==> src/rtl/dsi_lpdt_pkg.sv <==
package dsi_lpdt_pkg;

   // line pair encoded as {dp, dn}
   typedef logic [1:0] lp_pair_t;

   localparam lp_pair_t LP_STOP  = 2'b11;
   localparam lp_pair_t LP_MARK1 = 2'b10;
   localparam lp_pair_t LP_MARK0 = 2'b01;
   localparam lp_pair_t LP_SPACE = 2'b00;

   // low-power data command, sent LSB first: 1,1,1,0,0,0,0,1
   localparam logic [7:0] LPDT_CMD_BYTE = 8'h87;

   // bytes that surround the payload: command, type, two count bytes, check code, two crc bytes
   localparam int FRAME_OVERHEAD = 7;

   typedef enum logic [2:0] {
      SQ_IDLE,
      SQ_ENTRY,
      SQ_MARK,
      SQ_SPACE,
      SQ_EXIT
   } seq_state_t;

   // escape entry pattern after leaving stop
   function automatic lp_pair_t entry_level(input logic [1:0] step);
      case (step)
         2'd0:    entry_level = LP_MARK1;
         2'd1:    entry_level = LP_SPACE;
         2'd2:    entry_level = LP_MARK0;
         default: entry_level = LP_SPACE;
      endcase
   endfunction

   // header bits covered by each check-code bit
   function automatic logic [23:0] ecc_cover(input int idx);
      case (idx)
         0:       ecc_cover = 24'hF12CB7;
         1:       ecc_cover = 24'hF2555B;
         2:       ecc_cover = 24'h749A6D;
         3:       ecc_cover = 24'hB8E38E;
         4:       ecc_cover = 24'hDF03F0;
         default: ecc_cover = 24'hEFFC00;
      endcase
   endfunction

endpackage

==> src/rtl/dsi_hdr_ecc.sv <==
module dsi_hdr_ecc
   import dsi_lpdt_pkg::*;
(
   input  logic [23:0] hdr_bits,
   output logic [7:0]  ecc_byte
);

   for (genvar gi = 0; gi < 6; gi++) begin : g_par
      assign ecc_byte[gi] = ^(hdr_bits & ecc_cover(gi));
   end

   assign ecc_byte[7:6] = 2'b00;

endmodule

==> src/rtl/dsi_payload_crc.sv <==
module dsi_payload_crc #(
   parameter int          NBYTES = 6,
   parameter logic [15:0] PRESET = 16'hFFFF,
   parameter logic [15:0] POLY_R = 16'h8408
) (
   input  logic [NBYTES*8-1:0] pay,
   output logic [15:0]         crc
);

   if (NBYTES < 1) begin : g_bad_len
      $error("dsi_payload_crc: NBYTES must be at least 1");
   end

   logic [15:0] acc;
   logic        fb;

   always_comb begin
      acc = PRESET;
      fb  = 1'b0;
      for (int b = 0; b < NBYTES; b++) begin
         for (int k = 0; k < 8; k++) begin
            fb  = acc[0] ^ pay[b*8+k];
            acc = {1'b0, acc[15:1]};
            if (fb) acc = acc ^ POLY_R;
         end
      end
      crc = acc;
   end

endmodule

==> src/rtl/dsi_lpdt_framer.sv <==
module dsi_lpdt_framer
   import dsi_lpdt_pkg::*;
#(
   parameter int ADDR_W = 16,
   parameter int DATA_W = 32,
   localparam int PAY_BYTES = (ADDR_W + DATA_W) / 8,
   localparam int TOT_BYTES = PAY_BYTES + FRAME_OVERHEAD,
   localparam int BW        = (TOT_BYTES > 1) ? $clog2(TOT_BYTES) : 1
) (
   input  logic              clk,
   input  logic              rst_n,
   input  logic              load,
   input  logic [7:0]        dtype,
   input  logic [ADDR_W-1:0] addr,
   input  logic [DATA_W-1:0] data,
   input  logic [BW-1:0]     byte_idx,
   output logic [7:0]        byte_out
);

   localparam logic [15:0] WC = 16'(PAY_BYTES);

   logic [7:0]        dt_q;
   logic [ADDR_W-1:0] addr_q;
   logic [DATA_W-1:0] data_q;

   always_ff @(posedge clk or negedge rst_n) begin
      if (!rst_n) begin
         dt_q   <= '0;
         addr_q <= '0;
         data_q <= '0;
      end else if (load) begin
         dt_q   <= dtype;
         addr_q <= addr;
         data_q <= data;
      end
   end

   logic [PAY_BYTES*8-1:0] pay;
   logic [7:0]             ecc;
   logic [15:0]            crc;

   assign pay = {data_q, addr_q};

   dsi_hdr_ecc u_ecc (
      .hdr_bits ({WC[15:8], WC[7:0], dt_q}),
      .ecc_byte (ecc)
   );

   dsi_payload_crc #(.NBYTES(PAY_BYTES)) u_crc (
      .pay (pay),
      .crc (crc)
   );

   logic [TOT_BYTES*8-1:0] stream;
   logic [7:0]             bytes [TOT_BYTES];

   assign stream = {crc, pay, ecc, WC[15:8], WC[7:0], dt_q, LPDT_CMD_BYTE};

   for (genvar gb = 0; gb < TOT_BYTES; gb++) begin : g_slice
      assign bytes[gb] = stream[gb*8 +: 8];
   end

   assign byte_out = bytes[byte_idx];

endmodule

==> src/rtl/dsi_lpdt_lineseq.sv <==
module dsi_lpdt_lineseq
   import dsi_lpdt_pkg::*;
#(
   parameter int HOLD_CYC = 4,
   parameter int NBYTES   = 13,
   localparam int BW      = (NBYTES > 1) ? $clog2(NBYTES) : 1,
   localparam int HW      = (HOLD_CYC > 1) ? $clog2(HOLD_CYC) : 1
) (
   input  logic          clk,
   input  logic          rst_n,
   input  logic          start,
   input  logic [7:0]    cur_byte,
   output logic [BW-1:0] byte_idx,
   output logic          busy,
   output logic          lp_dp,
   output logic          lp_dn
);

   seq_state_t state;
   lp_pair_t   line;
   logic [1:0] ent_step;
   logic [2:0] bit_idx;
   logic       last_bit;
   logic       hold_done;
   logic       active;

   assign active = (state != SQ_IDLE);

   if (HOLD_CYC == 1) begin : g_no_hold
      assign hold_done = 1'b1;
   end else begin : g_hold
      logic [HW-1:0] hold_cnt;
      always_ff @(posedge clk or negedge rst_n) begin
         if (!rst_n)                               hold_cnt <= '0;
         else if (!active || hold_cnt == HW'(HOLD_CYC - 1)) hold_cnt <= '0;
         else                                      hold_cnt <= hold_cnt + 1'b1;
      end
      assign hold_done = (hold_cnt == HW'(HOLD_CYC - 1));
   end

   always_ff @(posedge clk or negedge rst_n) begin
      if (!rst_n) begin
         state    <= SQ_IDLE;
         line     <= LP_STOP;
         ent_step <= '0;
         bit_idx  <= '0;
         byte_idx <= '0;
         last_bit <= 1'b0;
      end else begin
         case (state)
            SQ_IDLE: begin
               if (start) begin
                  state    <= SQ_ENTRY;
                  line     <= entry_level(2'd0);
                  ent_step <= '0;
                  bit_idx  <= '0;
                  byte_idx <= '0;
                  last_bit <= 1'b0;
               end
            end
            SQ_ENTRY: begin
               if (hold_done) begin
                  if (ent_step == 2'd3) begin
                     state <= SQ_MARK;
                     line  <= cur_byte[bit_idx] ? LP_MARK1 : LP_MARK0;
                  end else begin
                     ent_step <= ent_step + 1'b1;
                     line     <= entry_level(ent_step + 1'b1);
                  end
               end
            end
            SQ_MARK: begin
               if (hold_done) begin
                  state <= SQ_SPACE;
                  line  <= LP_SPACE;
                  if (bit_idx == 3'd7) begin
                     bit_idx <= '0;
                     if (byte_idx == BW'(NBYTES - 1)) last_bit <= 1'b1;
                     else                             byte_idx <= byte_idx + 1'b1;
                  end else begin
                     bit_idx <= bit_idx + 1'b1;
                  end
               end
            end
            SQ_SPACE: begin
               if (hold_done) begin
                  if (last_bit) begin
                     state <= SQ_EXIT;
                     line  <= LP_MARK1;
                  end else begin
                     state <= SQ_MARK;
                     line  <= cur_byte[bit_idx] ? LP_MARK1 : LP_MARK0;
                  end
               end
            end
            SQ_EXIT: begin
               if (hold_done) begin
                  state <= SQ_IDLE;
                  line  <= LP_STOP;
               end
            end
            default: begin
               state <= SQ_IDLE;
               line  <= LP_STOP;
            end
         endcase
      end
   end

   assign busy  = active;
   assign lp_dp = line[1];
   assign lp_dn = line[0];

endmodule

==> src/rtl/dsi_lpdt_tx.sv <==
module dsi_lpdt_tx
   import dsi_lpdt_pkg::*;
#(
   parameter int HOLD_CYC = 4,
   parameter int ADDR_W   = 16,
   parameter int DATA_W   = 32
) (
   input  logic              clk,
   input  logic              rst_n,
   input  logic              req_valid,
   input  logic [7:0]        req_dtype,
   input  logic [ADDR_W-1:0] req_addr,
   input  logic [DATA_W-1:0] req_data,
   output logic              busy,
   output logic              lp_dp,
   output logic              lp_dn
);

   localparam int PAY_BYTES = (ADDR_W + DATA_W) / 8;
   localparam int TOT_BYTES = PAY_BYTES + FRAME_OVERHEAD;
   localparam int BW        = (TOT_BYTES > 1) ? $clog2(TOT_BYTES) : 1;

   if (HOLD_CYC < 1) begin : g_bad_hold
      $error("dsi_lpdt_tx: HOLD_CYC must be at least 1");
   end
   if ((ADDR_W % 8) != 0 || (DATA_W % 8) != 0) begin : g_bad_width
      $error("dsi_lpdt_tx: address and value widths must be whole bytes");
   end
   if (ADDR_W < 8 || DATA_W < 8) begin : g_bad_small
      $error("dsi_lpdt_tx: address and value need at least one byte each");
   end

   logic          start;
   logic [BW-1:0] byte_idx;
   logic [7:0]    cur_byte;

   assign start = req_valid && !busy;

   dsi_lpdt_framer #(.ADDR_W(ADDR_W), .DATA_W(DATA_W)) u_framer (
      .clk      (clk),
      .rst_n    (rst_n),
      .load     (start),
      .dtype    (req_dtype),
      .addr     (req_addr),
      .data     (req_data),
      .byte_idx (byte_idx),
      .byte_out (cur_byte)
   );

   dsi_lpdt_lineseq #(.HOLD_CYC(HOLD_CYC), .NBYTES(TOT_BYTES)) u_seq (
      .clk      (clk),
      .rst_n    (rst_n),
      .start    (start),
      .cur_byte (cur_byte),
      .byte_idx (byte_idx),
      .busy     (busy),
      .lp_dp    (lp_dp),
      .lp_dn    (lp_dn)
   );

endmodule

==> config.mk <==
export PLATFORM = sky130hd
export DESIGN_NAME = dsi_lpdt_tx
export DESIGN_NICKNAME = d
export VERILOG_FILES = /design/src/rtl/dsi_lpdt_pkg.sv /design/src/rtl/dsi_hdr_ecc.sv /design/src/rtl/dsi_payload_crc.sv /design/src/rtl/dsi_lpdt_framer.sv /design/src/rtl/dsi_lpdt_lineseq.sv /design/src/rtl/dsi_lpdt_tx.sv
export SDC_FILE = /design/constraint.sdc
export NUM_CORES = 1
export LEC_CHECK = 0
export ABC_CLOCK_PERIOD_IN_PS = 9800
export BUFFER_PORTS_ARGS = -buffer_cell sky130_fd_sc_hd__buf_4
export CAP_MARGIN = 20
export CORE_AREA = 2 2 98 100
export DETAILED_ROUTE_END_ITERATION = 16
export DIE_AREA = 0 0 100 102
export GPL_TIMING_DRIVEN = 0
export MAX_ROUTING_LAYER = met4
export PLACE_DENSITY = 0.95
export SLEW_MARGIN = 30
export SYNTH_ARGS = -nofsm -noshare
export SYNTH_HDL_FRONTEND = slang
export SYNTH_SLANG_ARGS = --single-unit
==> constraint.sdc <==
create_clock -name clk -period 9.8 [get_ports clk]
set_clock_uncertainty 0.2 [all_clocks]
set_input_delay 1.96 -clock clk [delete_from_list [all_inputs] [get_ports clk]]
set_output_delay 1.96 -clock clk [all_outputs]
set_load 0.05 [all_outputs]
[Word level (Yosys, flattened, before mapping)]
Index checks and enable logic that the tools add are counted.
W data, S select, Z words.
Word-level totals
  bits in registers: 73
  latch bits: 0
  memory bits (writable): 0
  bits in read-only memories: 0
  input port bits: 59
  memories: 0
Cells by class
  $add $sub $neg: 4
  $mul: 0
  divide/modulo/power cells: 0
  $lt $le $gt $ge: 2
  equality and inequality tests: 19
  shift operators: 0
  muxes and demuxes: 90
  bitwise logic cells: 95
  reduce and logical (&&, ||, !) cells: 19
Operator list (count)
  $mux W16: 48
  $not A2 Y3: 47
  $reduce_xor A24 Y1: 5
  $xor A1 B1 Y1: 47
  $bmux W8 S4: 1
  $mux W3: 10
  $mux W2: 12
  $mux W4: 4
  $mux W8: 2
  $pmux W3 S5: 1
  $reduce_and A5 Y1: 3
  $ne A2 B1 Y1 const B: 7
  $pmux W2 S5: 1
  $pmux W2 S2: 2
  $pmux W4 S2: 1
  $eq A2 B2 Y1 const B: 3
  $eq A3 B2 Y1 const B: 2
  $eq A3 B3 Y1 const B: 2
  $ne A2 B2 Y1 const B: 3
  $pmux W3 S2: 1
  $reduce_and A6 Y1: 1
  $ge A5 B5 Y1 const B: 1
  $mux W1: 5
  $not A4 Y5: 1
  17 further kinds: 19

[Depth between registers and ports, before layout]
  depth after elaboration: 104
  depth in mapped cells: 12
  gate-level depth less buffers: 11

[Modules after synthesis]
From an unflattened synthesis, not the netlist that was laid out.
Second synthesis, totals
  cell total of the unflattened synthesis: 522
  area, all modules: 6299.8 um^2
Modules (own cells, without submodules)
  dsi_lpdt_framer: times used 1, cells each 231, area each 2910.3 um^2, seq. area each 1401.3 um^2
  dsi_payload_crc: times used 1, cells each 123, area each 1781.7 um^2, seq. area each 0.0 um^2
  dsi_lpdt_lineseq: times used 1, cells each 112, area each 1106.1 um^2, seq. area each 427.9 um^2
  dsi_hdr_ecc: times used 1, cells each 55, area each 488.0 um^2, seq. area each 0.0 um^2
  dsi_lpdt_tx: times used 1, cells each 1, area each 13.8 um^2, seq. area each 0.0 um^2

[Least setup slack after synthesis]
No wires, ideal clock.
  path kind: reg-to-reg
  from: register u_framer.addr_q[10]
  to: register u_seq.line[1]
  setup time: 0.067 ns
  arrival: 3.550 ns
  required time: 9.533 ns
  setup slack: 5.983 ns
  cell stages (with the launch flop): 13
  path buffers: 1
  path through: dfrtp_1 buf_4 xnor3_1 xnor3_1 xnor3_1 xor2_2 xnor3_2 xnor3_1 nor2_1 o32ai_1 o2111a_1 o311a_1 nor2_1
On the way
  longest elaborated chain between the ends: 57
  elaborated cells between the ends (all ways): 101
Ends and longest elaborated chain
  from (decl): line dsi_lpdt_framer.sv:23  | logic [ADDR_W-1:0] addr_q;
  from (signal assigned): line dsi_lpdt_framer.sv:33  | addr_q <= addr;
  $xor A1 B1 Y1: line dsi_payload_crc.sv:22  | fb = acc[0] ^ pay[b*8+k];
  $mux W16 (4 in a row): line dsi_payload_crc.sv:24  | if (fb) acc = acc ^ POLY_R;
  $xor A1 B1 Y1: line dsi_payload_crc.sv:22
  $mux W16 (4 in a row): line dsi_payload_crc.sv:24
  $xor A1 B1 Y1: line dsi_payload_crc.sv:22
  $mux W16 (4 in a row): line dsi_payload_crc.sv:24
  $xor A1 B1 Y1: line dsi_payload_crc.sv:22
  $mux W16 (4 in a row): line dsi_payload_crc.sv:24
  [... 28 more ...]
  $bmux W8 S4 *: line dsi_lpdt_framer.sv:63  | assign byte_out = bytes[byte_idx];
  $mux W8 (not written as such) * (2 in a row): line dsi_lpdt_framer.sv:63
  $bmux W1 S3 *: line dsi_lpdt_lineseq.sv:65, dsi_lpdt_lineseq.sv:92
  $mux W1 (not written as such) *: line dsi_lpdt_lineseq.sv:65, dsi_lpdt_lineseq.sv:92
  $mux W2 *: line dsi_lpdt_lineseq.sv:65, dsi_lpdt_lineseq.sv:92
  $mux W2, on equally long branches: line dsi_lpdt_lineseq.sv:87, dsi_lpdt_lineseq.sv:63
  $mux W2, on equally long branches: line dsi_lpdt_lineseq.sv:86, dsi_lpdt_lineseq.sv:62
  $pmux W2 S5 *: line dsi_lpdt_lineseq.sv:50  | case (state)
  to (signal assigned): line dsi_lpdt_lineseq.sv:65  | line <= cur_byte[bit_idx] ? LP_MARK1 : LP_MARK0;
  to (signal assigned): line dsi_lpdt_lineseq.sv:68  | line <= entry_level(ent_step + 1'b1);
  to (signal assigned): line dsi_lpdt_lineseq.sv:92  | line <= cur_byte[bit_idx] ? LP_MARK1 : LP_MARK0;
  to (decl): line dsi_lpdt_lineseq.sv:20  | lp_pair_t line;
Every way passes the cells marked *; elsewhere a longest branch is shown, timed or not. The select of a mux whose other input is x is not followed.
A chain may end at the register's enable or synchronous reset.

[Final worst setup path]
Ends and elaborated chain as after synthesis.

==> impl_metrics.yaml <==
status:
  run_status: "completed"
cts:
  tritoncts_num_sinks: 73
  max-clock-path-buffers: 2
  postCtsHoldBufs: 0
  tritoncts: "done"
  worst_setup_hold_path_clk_slew_ns: 0.08
  cts-htree-levels: 3
  cts_setup_buffers: 0
  tritoncts.num_buffers: 9
  root_buffer: "clkbuf_8"
  worstSkewPairLatency_ns: 0.36
  ctsResizeCount: 0
finish:
  diodes: 0
  layout-drive-gt1-share_pct: 29.0
  filler_cell_count: 637
  num-nets-final: 642
  post-route-cell-area_mm2: 0.00669
  flow.area_growth_from_synthesis_pct: 14.1
  area_taken_by_multi_input_logic_gates_mm2: 0.00386
  layoutNonFillerInstCount: 691
  area.sequential_mm2: 0.00183
synth:
  post_synth_instance_area_mm2: 0.00586
  synth_seq_area_share_pct: 31.2
  synthesis.area_per_instance_um2: 11.7
  synth_top_flop_cell: "dfrtp_1"
  synth_cell_type_count: 61
  synthesis.yosys.warnings: 0
  syn_inst: 503
  synth_edf_count: 0
  syn_nets: 570
  synth-seq-cells: 73
  async_flop_share_pct: 100
place:
  port-buffer-count: 61
  finalWeightedCongestion: 0.979
  dp.cells: 675
  post_dp_cell_area_mm2: 0.00646
  hpwl_dp_um: 11000
floorplan:
  placement_rows: 35
  pin_count: 62
  initial_core_util_pct: 64.4
  die-area_mm2: 0.0102
  die_w_um: 100
  core_area_mm2: 0.00911
  die_h_um: 102
timing:
  worstMarginPinSlew_ns: 0.886
  max_clock_freq_ghz: 0.236
  rsz0062_at_grt: "false"
  timing.final.crit_period_ns: 4.23
  finalSetupViolCount: 0
  timing.slew.headroom_pct: 40.8
  final.period_utilization_pct: 43.1
  final_hold_vios: 0
  finalSetupTns_ns: 0
  final_max_slew_viol_count: 0
detailed_routing:
  via_count: 4213
  drt_iter0_drc: 338
  ant_nets: 0
  drt-vias-per-instance: 6.10
  drt_wl_total_um: 14400
  routed_wire_length_per_instance_um: 20.9
  drt_first_pass_iters: 6
  drc_errors: 0
worst_setup_path:
  chain_of_cells_forming_the_critical_path: "buf_4 -> xnor3_1 -> xnor3_1 -> xnor3_1 -> xor2_2 -> xnor3_2 -> xnor3_1 -> nor2_1 -> o32ai_1 -> o2111a_1 -> o311a_1 -> nor2_1"
  critical_path_peak_fanout: 6
  required_ns: 9.90
  path_type_of_the_worst_setup_path: "flip-flop to flip-flop"
  worst_setup_path_start_kind: "flip-flop"
  timing.reg2reg.worst_path_depth: 12
  cp_slowest_stage_delay_ns: 0.57
  crit_path_end_kind: "flip-flop"
  crit_slowest_cell: "xnor3_1"
  crit_top_cell: "xnor3_1"
  crit_arrival_ns: 4.33
hold_path:
  worstHoldPathType: "flip-flop to flip-flop"
  min_delay_path_depth: 1
global_route:
  grt_max_degree: 74
  grt_first_pass_wirelength_um: 23100
  global_route.usage.total_pct: 31.0
  grt_antenna_before_repair: 0
  grt_pass1_vias: 4322
  grt-ovfl-total: 0
flow_run:
  max_cap_viol_count: 0
final cells by class:
cell class	count	share of cell area, %
Inverter	8	0.449
Sequential cell	73	27.3
Clock inverter	6	1.35
Timing Repair Buffer	61	6.90
Multi-Input combinational cell	390	57.7
Tap cell	111	2.08
Buffer	32	2.15
Clock buffer	10	2.06
cells in the mapped netlist (8+ instances only):
master	number	area share (%)
clkbuf_1	19	1.2
o21ai_0	19	1.6
xor3_1	8	3.2
mux2i_1	18	3.1
xnor3_1	31	12
a21oi_1	8	0.68
nor3_1	9	0.77
nand2_1	23	1.5
mux2_2	58	11
nor2_1	30	1.9
xor2_1	26	3.9
ha_1	8	1.7
dfrtp_1	71	30
xnor2_1	72	11
metrics by stage:
step           setup slack [ns]  hold slack, ns  util [%]
2_1_floorplan              5.98           0.215         -
4_1_cts                    5.59           0.250      73.4
5_1_grt                    5.36           0.290      73.4
3_3_place_gp               5.38           0.224      70.9
6_report                   5.57           0.247      73.4
3_5_place_dp               5.27           0.238      70.9
registers in the layout, summed over array words and instances (netlist names):
name and flops:
u_seq.state 3, u_seq.bit_idx 3, u_seq.last_bit 1, u_seq.ent_step 2, u_seq.line 2, u_seq.byte_idx 4
u_framer.dt_q 8, u_seq.g_hold.hold_cnt 2, u_framer.addr_q 16, u_framer.data_q 32
kinds of logic (layout without fill, tap and decap cells):
family / after synthesis / in the layout / synth area share (%)
buffers and inverters: 40 / 117 / 2.97
DFF: 73 / 73 / 31.2
adders and majority gates: 8 / 8 / 1.71
and+or+nand+nor: 92 / 92 / 7.56
xor gates and xnor gates: 149 / 149 / 33.9
muxes: 79 / 79 / 15.4
AOI/OAI and AO/OA: 62 / 62 / 7.30
metal layers:
metal / GRT usage (%) / wire, um / vias to the layer above / share of wire (%)
li1: - / - / 1921 / -
met1: 39.5 / 5970 / 2073 / 41
met2: 50.5 / 7020 / 181 / 49
met3: 6.02 / 982 / 38 / 6.8
met4: 9.91 / 456 / 0 / 3.2
met5: - / 0 / - / 0
critical path, delay by kind of cell, from the launching register on:
family,cells,cell delay [ns]
AND/OR/NAND/NOR,2,0.21
buffers and inverters,1,0.18
XOR/XNOR,6,2.55
flip-flops,1,0.38
AO/OA/AOI/OAI,3,0.66
final timing paths:
| path | startpoint | slack, ns | endpoint |
|---|---|---|---|
| min reg2reg | u_seq.g_hold.hold_cnt[0] | 0.25 | u_seq.g_hold.hold_cnt[0] |
| min | u_seq.g_hold.hold_cnt[0] | 0.25 | u_seq.g_hold.hold_cnt[0] |
| min in group asynchronous | rst_n | 1.40 | u_framer.data_q[15] |
| max reg2reg | u_framer.addr_q[10] | 5.57 | u_seq.line[1] |
| max | u_framer.addr_q[10] | 5.57 | u_seq.line[1] |
| max in group asynchronous | rst_n | 7.52 | u_seq.bit_idx[0] |
placed cells by master, fill, tap and decap left out, drive strengths merged, types with 2 or more instances in the layout:
master  Yosys  routed
o221ai      2       2
xnor2      80      80
buf        12      73
ha          8       8
inv         7       8
mux2       58      58
clkbuf     20      30
nand4       2       2
a22oi       2       2
and3        2       2
nor3b       6       6
dfstp       2       2
nor2b       3       3
o21ai      20      20
o22ai       4       4
nand3       8       8
nand2      23      23
o32ai       2       2
a21oi       8       8
a211oi      2       2
a2111o      2       2
clkinv      1       3
xor2       27      27
or3         2       2
mux4        3       3
bufinv      0       2
xnor3      34      34
o211ai      3       3
nand4b      3       3
mux2i      18      18
nor2       30      30
xor3        8       8
a32o        3       3
dfrtp      71      71
nor3        9       9
a31o        2       2
Power is left out: the tool's default activity adds up to more than one toggle a clock period on the data nets, which glitch-free logic cannot reach.
